[config.mk]
export PLATFORM = sky130hd
export DESIGN_NAME = nib_bank_ctrl
export DESIGN_NICKNAME = d
export VERILOG_FILES = /design/src/rtl/nbk_pkg.sv /design/src/rtl/nbk_decode.sv /design/src/rtl/nbk_chr_regs.sv /design/src/rtl/nbk_timer.sv /design/src/rtl/nib_bank_ctrl.sv
export SDC_FILE = /design/constraint.sdc
export NUM_CORES = 1
export LEC_CHECK = 0
export ABC_AREA = 1
export CAP_MARGIN = 0
export CORE_ASPECT_RATIO = 0.75
export CORE_MARGIN = 2
export CORE_UTILIZATION = 30
export CTS_BUF_LIST = sky130_fd_sc_hd__clkbuf_2 sky130_fd_sc_hd__clkbuf_4 sky130_fd_sc_hd__clkbuf_8
export DETAILED_ROUTE_END_ITERATION = 8
export GPL_TIMING_DRIVEN = 0
export PLACE_DENSITY = 0.59
export SYNTH_ARGS = -nofsm -noshare
export SYNTH_HDL_FRONTEND = slang
export SYNTH_SLANG_ARGS = --single-unit
[constraint.sdc]
create_clock -name clk -period 1.97 [get_ports clk]
set_input_delay 0.4925 -clock clk [delete_from_list [all_inputs] [get_ports clk]]
set_output_delay 0.4925 -clock clk [all_outputs]
set_load 0.005 [all_outputs]
[src/rtl/nbk_pkg.sv]
package nbk_pkg;
  localparam int DATA_W   = 8;
  localparam int NIB_W    = 4;
  localparam int NUM_CHR  = 8;
  localparam int CHR_IDX_W = $clog2(NUM_CHR);

  typedef enum logic [2:0] {
    TMR_NONE,
    TMR_LATCH_LO,
    TMR_LATCH_HI,
    TMR_ENABLE,
    TMR_ACK
  } tmr_op_e;
endpackage

[src/rtl/nbk_decode.sv]
module nbk_decode
  import nbk_pkg::*;
(
  input  logic                wr_en,
  input  logic [3:0]          addr_rng,
  input  logic [1:0]          addr_sel,
  output logic                prg0_we,
  output logic                prg1_we,
  output logic [NUM_CHR-1:0]  chr_lo_we,
  output logic [NUM_CHR-1:0]  chr_hi_we,
  output tmr_op_e             tmr_op
);
  logic                 in_chr;
  logic [3:0]           rng_off;
  logic [CHR_IDX_W-1:0] chr_idx;

  assign in_chr  = (addr_rng >= 4'hB) && (addr_rng <= 4'hE);
  assign rng_off = addr_rng - 4'hB;
  assign chr_idx = {rng_off[1:0], addr_sel[1]};

  always_comb begin
    prg0_we   = wr_en && (addr_rng == 4'h8);
    prg1_we   = wr_en && (addr_rng == 4'hA);
    chr_lo_we = '0;
    chr_hi_we = '0;
    if (wr_en && in_chr) begin
      if (addr_sel[0]) chr_hi_we[chr_idx] = 1'b1;
      else             chr_lo_we[chr_idx] = 1'b1;
    end
    tmr_op = TMR_NONE;
    if (wr_en && (addr_rng == 4'hF)) begin
      case (addr_sel)
        2'b00:   tmr_op = TMR_LATCH_LO;
        2'b01:   tmr_op = TMR_LATCH_HI;
        2'b10:   tmr_op = TMR_ENABLE;
        default: tmr_op = TMR_ACK;
      endcase
    end
  end
endmodule

[src/rtl/nbk_chr_regs.sv]
module nbk_chr_regs
  import nbk_pkg::*;
(
  input  logic                       clk,
  input  logic                       rst_n,
  input  logic [NUM_CHR-1:0]         lo_we,
  input  logic [NUM_CHR-1:0]         hi_we,
  input  logic [NIB_W-1:0]           nib,
  output logic [NUM_CHR*DATA_W-1:0]  banks
);
  for (genvar i = 0; i < NUM_CHR; i++) begin : g_bank
    logic [NIB_W-1:0] lo_q, hi_q;

    always_ff @(posedge clk) begin
      if (!rst_n) begin
        lo_q <= '0;
        hi_q <= '0;
      end else begin
        if (lo_we[i]) lo_q <= nib;
        if (hi_we[i]) hi_q <= nib;
      end
    end

    assign banks[i*DATA_W +: DATA_W] = {hi_q, lo_q};

    AST_LO_KEEPS_HI: assert property (@(posedge clk) disable iff (!rst_n)
      lo_we[i] |=> $stable(banks[i*DATA_W+NIB_W +: NIB_W]));
    AST_HI_KEEPS_LO: assert property (@(posedge clk) disable iff (!rst_n)
      hi_we[i] |=> $stable(banks[i*DATA_W +: NIB_W]));
  end
endmodule

[src/rtl/nbk_timer.sv]
module nbk_timer
  import nbk_pkg::*;
#(
  parameter int PRESCALE_STEP = 3,
  parameter int PRESCALE_WRAP = 341
) (
  input  logic              clk,
  input  logic              rst_n,
  input  tmr_op_e           op,
  input  logic [NIB_W-1:0]  nib,
  input  logic              tick,
  input  logic              cycle_mode,
  output logic              pending
);
  localparam int PW    = $clog2(PRESCALE_WRAP);
  localparam int SUM_W = PW + 1;

  logic [DATA_W-1:0] latch_q, cnt_q;
  logic [1:0]        en_q;
  logic [PW-1:0]     presc_q;
  logic [SUM_W-1:0]  step_sum;
  logic              wrap_hit, run, cnt_clk;

  assign step_sum = {1'b0, presc_q} + SUM_W'(PRESCALE_STEP);
  assign wrap_hit = step_sum >= SUM_W'(PRESCALE_WRAP);
  assign run      = en_q[1] && tick && (op == TMR_NONE);
  assign cnt_clk  = run && (cycle_mode || wrap_hit);

  always_ff @(posedge clk) begin
    if (!rst_n) begin
      latch_q <= '0;
      cnt_q   <= '0;
      en_q    <= '0;
      presc_q <= '0;
      pending <= 1'b0;
    end else begin
      case (op)
        TMR_LATCH_LO: begin
          latch_q[NIB_W-1:0] <= nib;
          pending <= 1'b0;
        end
        TMR_LATCH_HI: begin
          latch_q[DATA_W-1:NIB_W] <= nib;
          pending <= 1'b0;
        end
        TMR_ENABLE: begin
          en_q <= nib[1:0];
          if (nib[1]) begin
            cnt_q   <= latch_q;
            presc_q <= '0;
          end
          pending <= 1'b0;
        end
        TMR_ACK: begin
          en_q    <= {2{en_q[0]}};
          pending <= 1'b0;
        end
        default: begin
          if (run && !cycle_mode)
            presc_q <= wrap_hit ? PW'(step_sum - SUM_W'(PRESCALE_WRAP)) : step_sum[PW-1:0];
          if (cnt_clk) begin
            if (cnt_q == '1) begin
              cnt_q   <= latch_q;
              pending <= 1'b1;
            end else begin
              cnt_q <= cnt_q + 1'b1;
            end
          end
        end
      endcase
    end
  end

  AST_LATCH_CLEARS: assert property (@(posedge clk) disable iff (!rst_n)
    (op == TMR_LATCH_LO || op == TMR_LATCH_HI) |=> !pending);
  AST_ENABLE_CLEARS: assert property (@(posedge clk) disable iff (!rst_n)
    (op == TMR_ENABLE) |=> !pending);
  AST_ACK_RESTORE: assert property (@(posedge clk) disable iff (!rst_n)
    (op == TMR_ACK) |=> (en_q == {2{$past(en_q[0])}}) && !pending);
  AST_PEND_ON_WRAP: assert property (@(posedge clk) disable iff (!rst_n)
    $rose(pending) |-> ($past(cnt_q) == '1));
  AST_PRESC_BOUND: assert property (@(posedge clk) disable iff (!rst_n)
    presc_q < PW'(PRESCALE_WRAP));
  AST_IDLE_HOLD: assert property (@(posedge clk) disable iff (!rst_n)
    (!en_q[1] && op == TMR_NONE) |=> ($stable(cnt_q) && $stable(presc_q)));
endmodule

[src/rtl/nib_bank_ctrl.sv]
module nib_bank_ctrl
  import nbk_pkg::*;
#(
  parameter int PRESCALE_STEP = 3,
  parameter int PRESCALE_WRAP = 341
) (
  input  logic                       clk,
  input  logic                       rst_n,
  input  logic                       wr_en,
  input  logic [15:0]                wr_addr,
  input  logic [DATA_W-1:0]          wr_data,
  input  logic                       cpu_tick,
  input  logic                       cycle_mode,
  output logic [DATA_W-1:0]          prg_bank0,
  output logic [DATA_W-1:0]          prg_bank1,
  output logic [NUM_CHR*DATA_W-1:0]  chr_banks,
  output logic                       irq
);
  logic                prg0_we, prg1_we;
  logic [NUM_CHR-1:0]  chr_lo_we, chr_hi_we;
  tmr_op_e             tmr_op;
  logic                unused_addr_bits;

  assign unused_addr_bits = ^{wr_addr[11:4], wr_addr[1:0]};

  nbk_decode u_decode (
    .wr_en     (wr_en),
    .addr_rng  (wr_addr[15:12]),
    .addr_sel  (wr_addr[3:2]),
    .prg0_we   (prg0_we),
    .prg1_we   (prg1_we),
    .chr_lo_we (chr_lo_we),
    .chr_hi_we (chr_hi_we),
    .tmr_op    (tmr_op)
  );

  always_ff @(posedge clk) begin
    if (!rst_n) begin
      prg_bank0 <= '0;
      prg_bank1 <= '0;
    end else begin
      if (prg0_we) prg_bank0 <= wr_data;
      if (prg1_we) prg_bank1 <= wr_data;
    end
  end

  nbk_chr_regs u_chr (
    .clk   (clk),
    .rst_n (rst_n),
    .lo_we (chr_lo_we),
    .hi_we (chr_hi_we),
    .nib   (wr_data[NIB_W-1:0]),
    .banks (chr_banks)
  );

  nbk_timer #(
    .PRESCALE_STEP (PRESCALE_STEP),
    .PRESCALE_WRAP (PRESCALE_WRAP)
  ) u_timer (
    .clk        (clk),
    .rst_n      (rst_n),
    .op         (tmr_op),
    .nib        (wr_data[NIB_W-1:0]),
    .tick       (cpu_tick),
    .cycle_mode (cycle_mode),
    .pending    (irq)
  );

  AST_ONE_TARGET: assert property (@(posedge clk) disable iff (!rst_n)
    $onehot0({chr_lo_we, chr_hi_we, prg0_we, prg1_we, tmr_op != TMR_NONE}));
  AST_IDLE_PRG: assert property (@(posedge clk) disable iff (!rst_n)
    !wr_en |=> ($stable(prg_bank0) && $stable(prg_bank1) && $stable(chr_banks)));
endmodule

* Word level (Yosys, flattened, before mapping)
Index checks and enable logic that the tools add are counted.
** Word-level totals
- Input bits :: 29
- Flip-flop bits (word level) :: 108
- Word-level logic and storage cells :: 88
** Cells by class
- Multiplexer cells :: 17
- Magnitude comparators :: 5
- Add/sub/neg operators :: 4
- Reduce and logical (&&, ||, !) cells :: 23
- Equal/unequal tests :: 11
- Bitwise logic cells :: 3
** Operator list (number)
- 2-to-1 mux 8 bit :: 7
- 2-to-1 mux 9 bit :: 3
- case mux 9 bit (2 select lines) :: 1
- case mux 8 bit (2 select lines) :: 1
- == test 4 bit (second input constant) :: 3
- adder 9 x 2 -> 10 bit (second input constant) :: 1
- greater-or-equal comparator 10 x 9 -> 1 bit (second input constant) :: 1
- logical AND 1 bit :: 10
- case mux 3 bit (3 select lines) :: 1
- subtractor 9 bit (second input constant) :: 1
- adder 8 x 1 -> 8 bit (second input constant) :: 1
- == test 8 bit (second input constant) :: 1
- == test 3 x 2 -> 1 bit (second input constant) :: 2
- AND reduction 3 bit :: 2
- nonzero test 2 bit :: 3
- OR reduction 5 bit :: 1
- greater-or-equal comparator 4 bit (second input constant) :: 1
- less-or-equal comparator 4 bit (second input constant) :: 1
- less-than comparator 3 x 4 -> 1 bit (second input constant) :: 1
- case mux 2 bit (2 select lines) :: 1
- AND reduction 2 bit :: 2
- demux 1 bit (select 3 bit) :: 1
- == test 3 x 1 -> 1 bit (second input constant) :: 1
- == test 3 bit (second input constant) :: 1
- 13 further kinds :: 15

* Depth between registers and ports, before layout
Gate-level depths: netlist (run 1).
- Depth in word-level cells :: 8
- Gate-level depth with buffers :: 17
- Gate-level depth less buffers :: 17

* By module
From an unflattened synthesis (run 1), not the netlist that was laid out.
** Second synthesis, totals
- Cell total of the unflattened synthesis :: 794
- Area total of the unflattened synthesis :: 5542.8 um^2
** Modules (own cells, without submodules)
- nbk_chr_regs :: cells an instance 351, sequential area each 1281.2 um^2, area an instance 2431.1 um^2, times used 1
- nbk_timer :: cells an instance 287, sequential area each 560.5 um^2, area an instance 2062.0 um^2, times used 1
- nib_bank_ctrl :: cells an instance 94, sequential area each 320.3 um^2, area an instance 675.6 um^2, times used 1
- nbk_decode :: cells an instance 62, sequential area each 0.0 um^2, area an instance 374.1 um^2, times used 1

* Least setup slack after synthesis (run 1)
OpenSTA, ideal clock, no wires.
- Path type :: reg-to-reg
- From :: register u_timer.presc_q[0]
- To :: register u_timer.cnt_q[2]
- Setup time :: 115 ps
- Buffers on the path :: 1
- Stages on the path, launching flop included :: 16
- Data required time :: 1855 ps
- Period minus slack after synthesis :: 2016 ps
- Arrival :: 1901 ps
- Setup slack :: -46 ps
- Cells stage by stage :: dfxtp_1 inv_2 ha_1 xnor2_1 nand2_1 nand2_1 nand2_1 nand2_2 nand3_2 nand4_1 nand2_2 nand2_2 buf_6 nand3b_1 nand2_1 nor2_1
** On the way
- Word-level cells in the longest chain between the ends :: 6
** Ends and longest elaborated chain
- start: declaration :: line nbk_timer.sv:20 : logic [PW-1:0] presc_q;
- start signal: assignment :: line nbk_timer.sv:60 : presc_q <= wrap_hit ? PW'(step_sum - SUM_W'(PRESCALE_WRAP)) : step_sum[PW-1:0];
- adder 9 x 2 -> 10 bit :: line nbk_timer.sv:24 : assign step_sum = {1'b0, presc_q} + SUM_W'(PRESCALE_STEP);
- greater-or-equal comparator 10 x 9 -> 1 bit :: line nbk_timer.sv:25 : assign wrap_hit = step_sum >= SUM_W'(PRESCALE_WRAP);
- logical OR 1 bit :: line nbk_timer.sv:27 : assign cnt_clk = run && (cycle_mode || wrap_hit);
- logical AND 1 bit :: line nbk_timer.sv:27
- nonzero test 2 bit (no source line)
- AND reduction 3 bit (no source line)
- end signal: assignment :: line nbk_timer.sv:49 : cnt_q <= latch_q;
- end signal: assignment :: line nbk_timer.sv:63 : cnt_q <= latch_q;
- end signal: assignment :: line nbk_timer.sv:66 : cnt_q <= cnt_q + 1'b1;
- end: declaration :: line nbk_timer.sv:18 : logic [DATA_W-1:0] latch_q, cnt_q;
Every way passes these cells.
A chain may end at the register's enable or synchronous reset.

* Worst setup path in the final report (run 1)
- From :: register u_timer.presc_q[0]
- To :: register u_timer.cnt_q[3]
Same word-level chain as after synthesis.

==> results.yml, run 1 <==
place:
  gp_congestion: 0.8241
  placedCellCount: 925
  post-dp-hpwl_mm: 9.713
  port_buffers: 98
layout:
  final_cells: 961
  final_util: 0.4410
  nFillCells: 1497
  n_antenna_cell: 0
  multi_input_area_um2: 2551
  area_delta_synth_final_pct: 44.18
  nets: 787
  layout-drive-gt1-share: 0.1839
  ff_latch_area_um2: 2175
timing:
  grt_setup_unrepaired: "true"
  final.setup_skew_ns: 0.01394
  tightestPinTransition_ns: 0.5582
  layout_min_cycle_time_ns: 2.005
  setup_slack_ns: -0.03457
  finalCritPeriodShare: 1.018
  finalMaxSlewViolations: 0
  final-hold-violation-count: 0
  setup_viol: 7
  setup_tns_ns: -0.1673
  fmax_mhz: 498.9
  relSlewSlack: 0.6279
logic_synthesis:
  ys_async_sr_fraction: 0
  ys_seq_area_frac: 0.4658
  mappedNetlistArea_um2: 4642
  synth_cells: 622
  synth_ff_type: "dfxtp_1"
  yosys.area.top_type_share: 0.4658
  yosysUniqueCellTypes: 32
  synthTopCellsByArea: "dfxtp_1 (47%), a21oi_1 (11%), o21ai_0 (10%)"
  syn-num-nets: 658
  synth_area_per_cell_um2: 7.463
  synth_edf_count: 0
  synth-seq-cells: 108
  yosysWarnings: 0
  synth.most_common_cell: "dfxtp_1"
  yosysTopAreaCell: "dfxtp_1"
  synthTopCellsByCount: "dfxtp_1 (108), a21oi_1 (99), o21ai_0 (94)"
detailed_routing:
  detail-route-antenna-nets: 0
  wl_per_cell_um: 14.69
  drc: 0
  firstDrtPassIters: 5
  totalWireLength_mm: 14.12
  via_per_inst: 4.719
  routed-via-count: 4535
  drt_iter0_drc: 271
global_route:
  grt.total_usage: 0.1656
  overflow: 0
  grt_max_degree: 21
  grt_pass1_wl_mm: 21.83
  grt_pass1_vias: 4063
  antenna_found_initial: 0
setup_path:
  crit_path_top_delay_cell: "dfxtp_4"
  crit_fanout: 5
  cp_cell_sequence: "buf_4 -> nor2_4 -> nor2_4 -> nand4_1 -> nand2_2 -> inv_2 -> nand2_4 -> nand3_4 -> nand4_1 -> nand2_2 -> nand2_4 -> buf_4 -> a21oi_1 -> nor2_1"
  end_kind: "flip-flop"
  worstSetupPathType: "reg -> reg"
  cpPeakStageDelay_ns: 0.38
  worst_ep_arrival_time_ns: 2.28
  critPathRequiredTime_ns: 2.24
  cp-start-kind: "flip-flop"
pwr:
  ir_worst_vdd_mv: 0.3795
  p_clk_frac: 0.357
  powerDensity_nw_per_um2: 583.9
  switching_share: 0.2714
  p_sw_uw: 1061
  p_int_uw: 2847
  pwr-share-seq: 0.566
  p_leak_uw: 0.002446
  p_comb_frac: 0.077
clock_tree:
  cts.sinks: 108
  root_buffer: "clkbuf_8"
  cts_made_buffers: 9
  cts.htree.levels: 3
  clockBufferDepth: 2
  ctsHoldBuffers: 0
  path_clk_slew_ns: 0.11
  clk_latency_ns: 0.38
  cts_tree: "done"
floorplanning:
  fp-row-count: 39
  start_util: 0.3059
  die_height_um: 111.7
  die_w_um: 147.6
  core_um2: 15180
  dieArea_um2: 16490
  ioPinCount: 110
run_status:
  status: "finished, violations left"
  violations: "negative setup slack"
run:
  maxCapViolCount: 0
worst_hold_path:
  hold_class: "in -> reg"
what timing repair did:
item                       4_1_cts  5_1_grt
setup endpoints to repair       92       89
buffers inserted                 7       12
cloned                           0        1
resized for setup               32       93
pin swaps                       10       19
cell usage in the layout (no fill, tap or decap), types with 2 or more instances in the layout:
cell,synthesis,routed
nand3_4,0,3
xnor2_1,3,2
o211ai_1,2,2
nand3_2,3,6
xor2_1,6,6
buf_12,0,2
buf_2,3,2
ha_1,7,5
clkinv_1,4,4
inv_2,8,11
nand2_2,8,17
buf_6,1,3
nand3_1,25,19
dlymetal6s2s_1,0,3
buf_4,2,19
inv_6,0,4
dfxtp_4,0,2
a21oi_1,99,94
dfxtp_2,0,4
clkbuf_1,16,16
nor3_2,0,2
a21oi_4,0,2
dlygate4sd2_1,0,2
nand4_1,7,7
dfxtp_1,108,102
nand2_1,78,65
nor2_2,6,6
nor3_1,6,3
nand3b_1,7,7
clkinvlp_4,0,2
ha_4,0,2
o21ai_1,1,3
o21ai_0,94,92
clkdlybuf4s50_1,0,91
clkbuf_8,0,10
nor2_1,73,48
a21oi_2,1,4
nand2_4,0,4
nor2_4,0,25
inv_1,47,40
sequential cells by signal, indices dropped and copies added, names as in the netlist, 2 cells and up:
| register | count |
|---|---|
| u_chr.g_bank.hi_q | 32 |
| u_chr.g_bank.lo_q | 32 |
| u_timer.presc_q | 9 |
| prg_bank0 | 8 |
| prg_bank1 | 8 |
| u_timer.cnt_q | 8 |
| u_timer.latch_q | 8 |
| u_timer.en_q | 2 |
layout make-up:
class / instances / share of cell area
multi-input combinational: 433 / 0.3812
clock inverter: 6 / 0.009348
timing repair buffer: 118 / 0.1737
clock buffer: 10 / 0.02056
inverter: 59 / 0.03533
buffer: 22 / 0.01664
sequential: 108 / 0.3249
tap: 205 / 0.03832
final timing paths:
check                           slack, ns  cells past startpoint                 endpoint          startpoint
worst max-delay path                -0.03                     14         u_timer.cnt_q[3]  u_timer.presc_q[0]
worst min-delay path                 0.46                      3  u_chr.g_bank[3].lo_q[1]               rst_n
worst max register to register      -0.03                     14         u_timer.cnt_q[3]  u_timer.presc_q[0]
worst min register to register       0.46                      2          u_timer.en_q[0]     u_timer.en_q[0]
routing by layer:
| metal | vias to the layer above | global-route usage | part of all wire |
|---|---|---|---|
| li1 | 2343 | - | - |
| met1 | 2075 | 0.2353 | 0.50 |
| met2 | 106 | 0.2403 | 0.43 |
| met3 | 11 | 0.05410 | 0.066 |
| met4 | 0 | 0.04551 | 0.010 |
| met5 | - | 0 | 0 |
through the flow:
step	instance area [um^2]	total power [uW]	hold slack (ns)	setup slack (ns)
global placement	5891	2520	0.4416	-1.256
finish	6693	3908	0.4584	-0.03457
detailed placement	5891	2519	0.4400	-1.198
global route	6693	4054	0.4613	-0.1979
floorplan	4653	2381	0.4234	0.008105
CTS	6226	3903	0.4419	-0.06236
critical path: cells and delay by family (launching register included):
kind	cells	cell delay, ns
compound gates	1	0.12
buf+inv	3	0.42
flops	1	0.38
simple gates	10	0.98
power groups by stage:
stage | registers, uW | clock network, uW | logic, uW
2_1_floorplan | 2260 | 0 | 117
3_3_place_gp | 2260 | 0 | 255
3_5_place_dp | 2260 | 0 | 255
4_1_cts | 2210 | 1430 | 263
5_1_grt | 2220 | 1510 | 327
6_report | 2210 | 1400 | 299
cells by family (layout without fill, tap and decap cells):
| group | count (synthesis) | after routing | synth area share |
|---|---|---|---|
| AO/OA/AOI/OAI | 203 | 203 | 0.2248 |
| XOR/XNOR | 9 | 9 | 0.01698 |
| adder cells (fa/ha/maj) | 7 | 7 | 0.01887 |
| buffers and inverters | 81 | 215 | 0.06954 |
| flip-flops | 108 | 108 | 0.4658 |
| multiplexers | 1 | 1 | 0.002426 |
| AND/OR/NAND/NOR | 213 | 213 | 0.2016 |
Note: power is estimated with default switching activity, not from simulation.
==> run 2, diff against run 1 <==
Settings changed: PLACE_DENSITY 0.59 to 0.57, SYNTH_HIERARCHICAL set to 1.
==> results.yml, run 2 <==
run_status:
  status: "finished, violations left"
  violations: "negative setup slack"
setup_path:
  worstSetupEndpoint: "u_timer/cnt_q[4]"
  worstSetupPathType: "reg -> reg"
  cp_cell_sequence: "inv_4 -> ha_4 -> nor2_4 -> nand3_2 -> nand2_2 -> nand2_4 -> nor2_4 -> nand3_4 -> nand4_4 -> nand2_4 -> nand2_8 -> buf_12 -> buf_12 -> nand3_2 -> nand2_2 -> nor2_2"
  cp.buffers_inverters: 3
  rr_worst_depth: 16
  startpoint: "u_timer/presc_q[0]"
  cp_top_family: "simple AND/OR/NAND/NOR gates"
  crit_path_top_delay_cell: "dfxtp_4"
  critPathRequiredTime_ns: 2.26
  r2r_setup_slack_ns: -0.12
  worst_ep_arrival_time_ns: 2.38
  crit_fanout: 6
  crit_cells: 16
  worstReg2RegEnd: "u_timer/cnt_q[4]"
  reg2reg_from: "u_timer/presc_q[0]"
  cp-start-kind: "flip-flop"
  cpPeakStageDelay_ns: 0.38
  end_kind: "flip-flop"
pwr:
  ir_worst_vdd_mv: 0.3221
  powerDensity_nw_per_um2: 503.6
  p_comb_frac: 0.099
  switching_share: 0.2762
  p_sw_uw: 1094
  p_int_uw: 2867
  pwr-share-seq: 0.558
  p_leak_uw: 0.003163
  p_clk_frac: 0.343
timing:
  fmax_mhz: 479.2
  setup_tns_ns: -1.193
  grt_setup_unrepaired: "true"
  finalMaxSlewViolations: 0
  layout_min_cycle_time_ns: 2.087
  finalCritPeriodShare: 1.059
  holdWs_ns: 0.3697
  setup_viol: 15
  relSlewSlack: 0.5890
  final.setup_skew_ns: 0.01374
  tightestPinTransition_ns: 0.6164
  setup_slack_ns: -0.1170
  final-hold-violation-count: 0
floorplanning:
  ioPinCount: 110
  die_height_um: 121.7
  core_um2: 18290
  dieArea_um2: 19590
  die_w_um: 161.0
  start_util: 0.3030
  fp-row-count: 43
worst_hold_path:
  hold_class: "in -> reg"
logic_synthesis:
  synth_ff_type: "dfxtp_1"
  synthTopCellsByCount: "nand2_1 (206), nor2_1 (196), dfxtp_1 (108)"
  yosysUniqueCellTypes: 42
  mappedNetlistArea_um2: 5543
  yosysWarnings: 6
  synth-seq-cells: 108
  synthTopCellsByArea: "dfxtp_1 (39%), nand2_1 (14%), nor2_1 (13%)"
  synth_cells: 794
  ys_seq_area_frac: 0.3901
  yosysTopAreaCell: "dfxtp_1"
  synth_edf_count: 0
  syn-num-nets: 832
  yosys.area.top_type_share: 0.3901
  synth_area_per_cell_um2: 6.981
  ys_async_sr_fraction: 0
  synth.most_common_cell: "nand2_1"
clock_tree:
  clockBufferDepth: 2
  path_clk_slew_ns: 0.12
  cts.htree.levels: 3
  cts.sinks: 108
  root_buffer: "clkbuf_8"
  clk_latency_ns: 0.39
  cts_tree: "done"
  cts_made_buffers: 9
detailed_routing:
  drt_iter0_drc: 318
  via_per_inst: 4.405
  wl_per_cell_um: 13.02
  drc: 0
  routed-via-count: 5290
  firstDrtPassIters: 6
  totalWireLength_mm: 15.63
  detail-route-antenna-nets: 0
global_route:
  grt_pass1_vias: 4795
  antenna_found_initial: 0
  grt.total_usage: 0.1590
  overflow: 0
  grt_pass1_wl_mm: 24.50
  grt_max_degree: 21
place:
  gp_congestion: 0.8143
  port_buffers: 97
  post-dp-hpwl_mm: 10.48
layout:
  layout-drive-gt1-share: 0.2338
  nets: 987
  layout_commonest_cell: "nand2_1"
  area_delta_synth_final_pct: 41.92
  layout_common_cells: "nand2_1 (195), nor2_1 (185), dfxtp_1 (103)"
  n_antenna_cell: 0
  largest_registers: "u_chr/g_bank.hi_q x32, u_chr/g_bank.lo_q x32, u_timer/presc_q x9"
  nFillCells: 1899
run:
  maxCapViolCount: 0
==> run 2: cell types whose count changed in the layout (fill, tap and decap cells not counted), moves of 6 or more <==
cell	delta
nor2_1	+137
nand2_1	+130
o21ai_0	-78
a21oi_1	-74
buf_4	+23
buf_6	+17
nor2_4	-16
nor2_2	+13
nand3_1	+6
nand3_2	+6
==> run 2: metal layers <==
layer	track usage	routed length (um)
met1	0.2255	7914
met2	0.2428	6494
met3	0.03916	1042
met4	0.03962	181
met5	0	0
==> run 2: per-stage QoR <==
step                cell area (um^2)    util  cells  total power [uW]  setup WS, ns
finish                          7866  0.4300   1201              3961       -0.1170
global route                    7866  0.4300   1201              4154       -0.2304
floorplan                       5652       -    794              2490       -0.2099
detailed placement              6932  0.3789   1138              2636        -1.086
global placement                6932  0.3789   1138              2636        -1.079
CTS                             7627  0.4170   1188              4010      -0.01961
==> run 2: timing repair <==
action | 4_1_cts | 5_1_grt
setup endpoints to repair | 27 | 17
hold endpoints to repair | 0 | 0
pin swaps | 36 | 17
cloned | 4 | 0
gates resized for setup | 70 | 39
hold buffers | 0 | 0
setup buffers | 31 | 14
==> run 2: worst min-delay path, stage by stage <==
cell     delay (ns)
buf_6          0.14
nand2_1        0.07
nor2_1         0.03
==> run 2: power by group through the flow <==
stage	Combinational (uW)	Clock, uW	Sequential (uW)
floorplan	223	0	2270
global placement	370	0	2270
detailed placement	370	0	2270
CTS	379	1420	2210
global route	429	1510	2220
finish	391	1360	2210
==> run 2: worst min path at each step <==
stage,from,endpoint,slack [ns],depth (start not counted)
6_report,rst_n,u_chr/g_bank[7].hi_q[3],0.37,3
3_5_place_dp,u_timer/latch_q[1],u_timer/latch_q[1],0.45,2
4_1_cts,rst_n,u_chr/g_bank[7].hi_q[3],0.34,3
2_1_floorplan,u_timer/latch_q[4],u_timer/latch_q[4],0.42,2
5_1_grt,rst_n,u_chr/g_bank[7].hi_q[3],0.34,3
3_3_place_gp,u_timer/latch_q[1],u_timer/latch_q[1],0.45,2
==> run 2: cell type report <==
class | instances | area, um^2 | area share
buffer | 45 | 415.4 | 0.05281
clock buffer | 9 | 123.9 | 0.01575
clock inverter | 7 | 65.06 | 0.008271
inverter | 60 | 262.8 | 0.03340
multi-input combinational | 582 | 3141 | 0.3992
sequential | 108 | 2176 | 0.2766
tap | 247 | 309.0 | 0.03929
timing repair buffer | 143 | 1374 | 0.1746
==> run 2: cell families after synthesis <==
kind of cell	share of synthesized area
XOR/XNOR	0.01603
flip-flops	0.3901
multiplexers	0.001806
buffers and inverters	0.1056
AND/OR/NAND/NOR	0.4025
adder cells (fa/ha/maj)	0.02032
AO/OA/AOI/OAI	0.06366
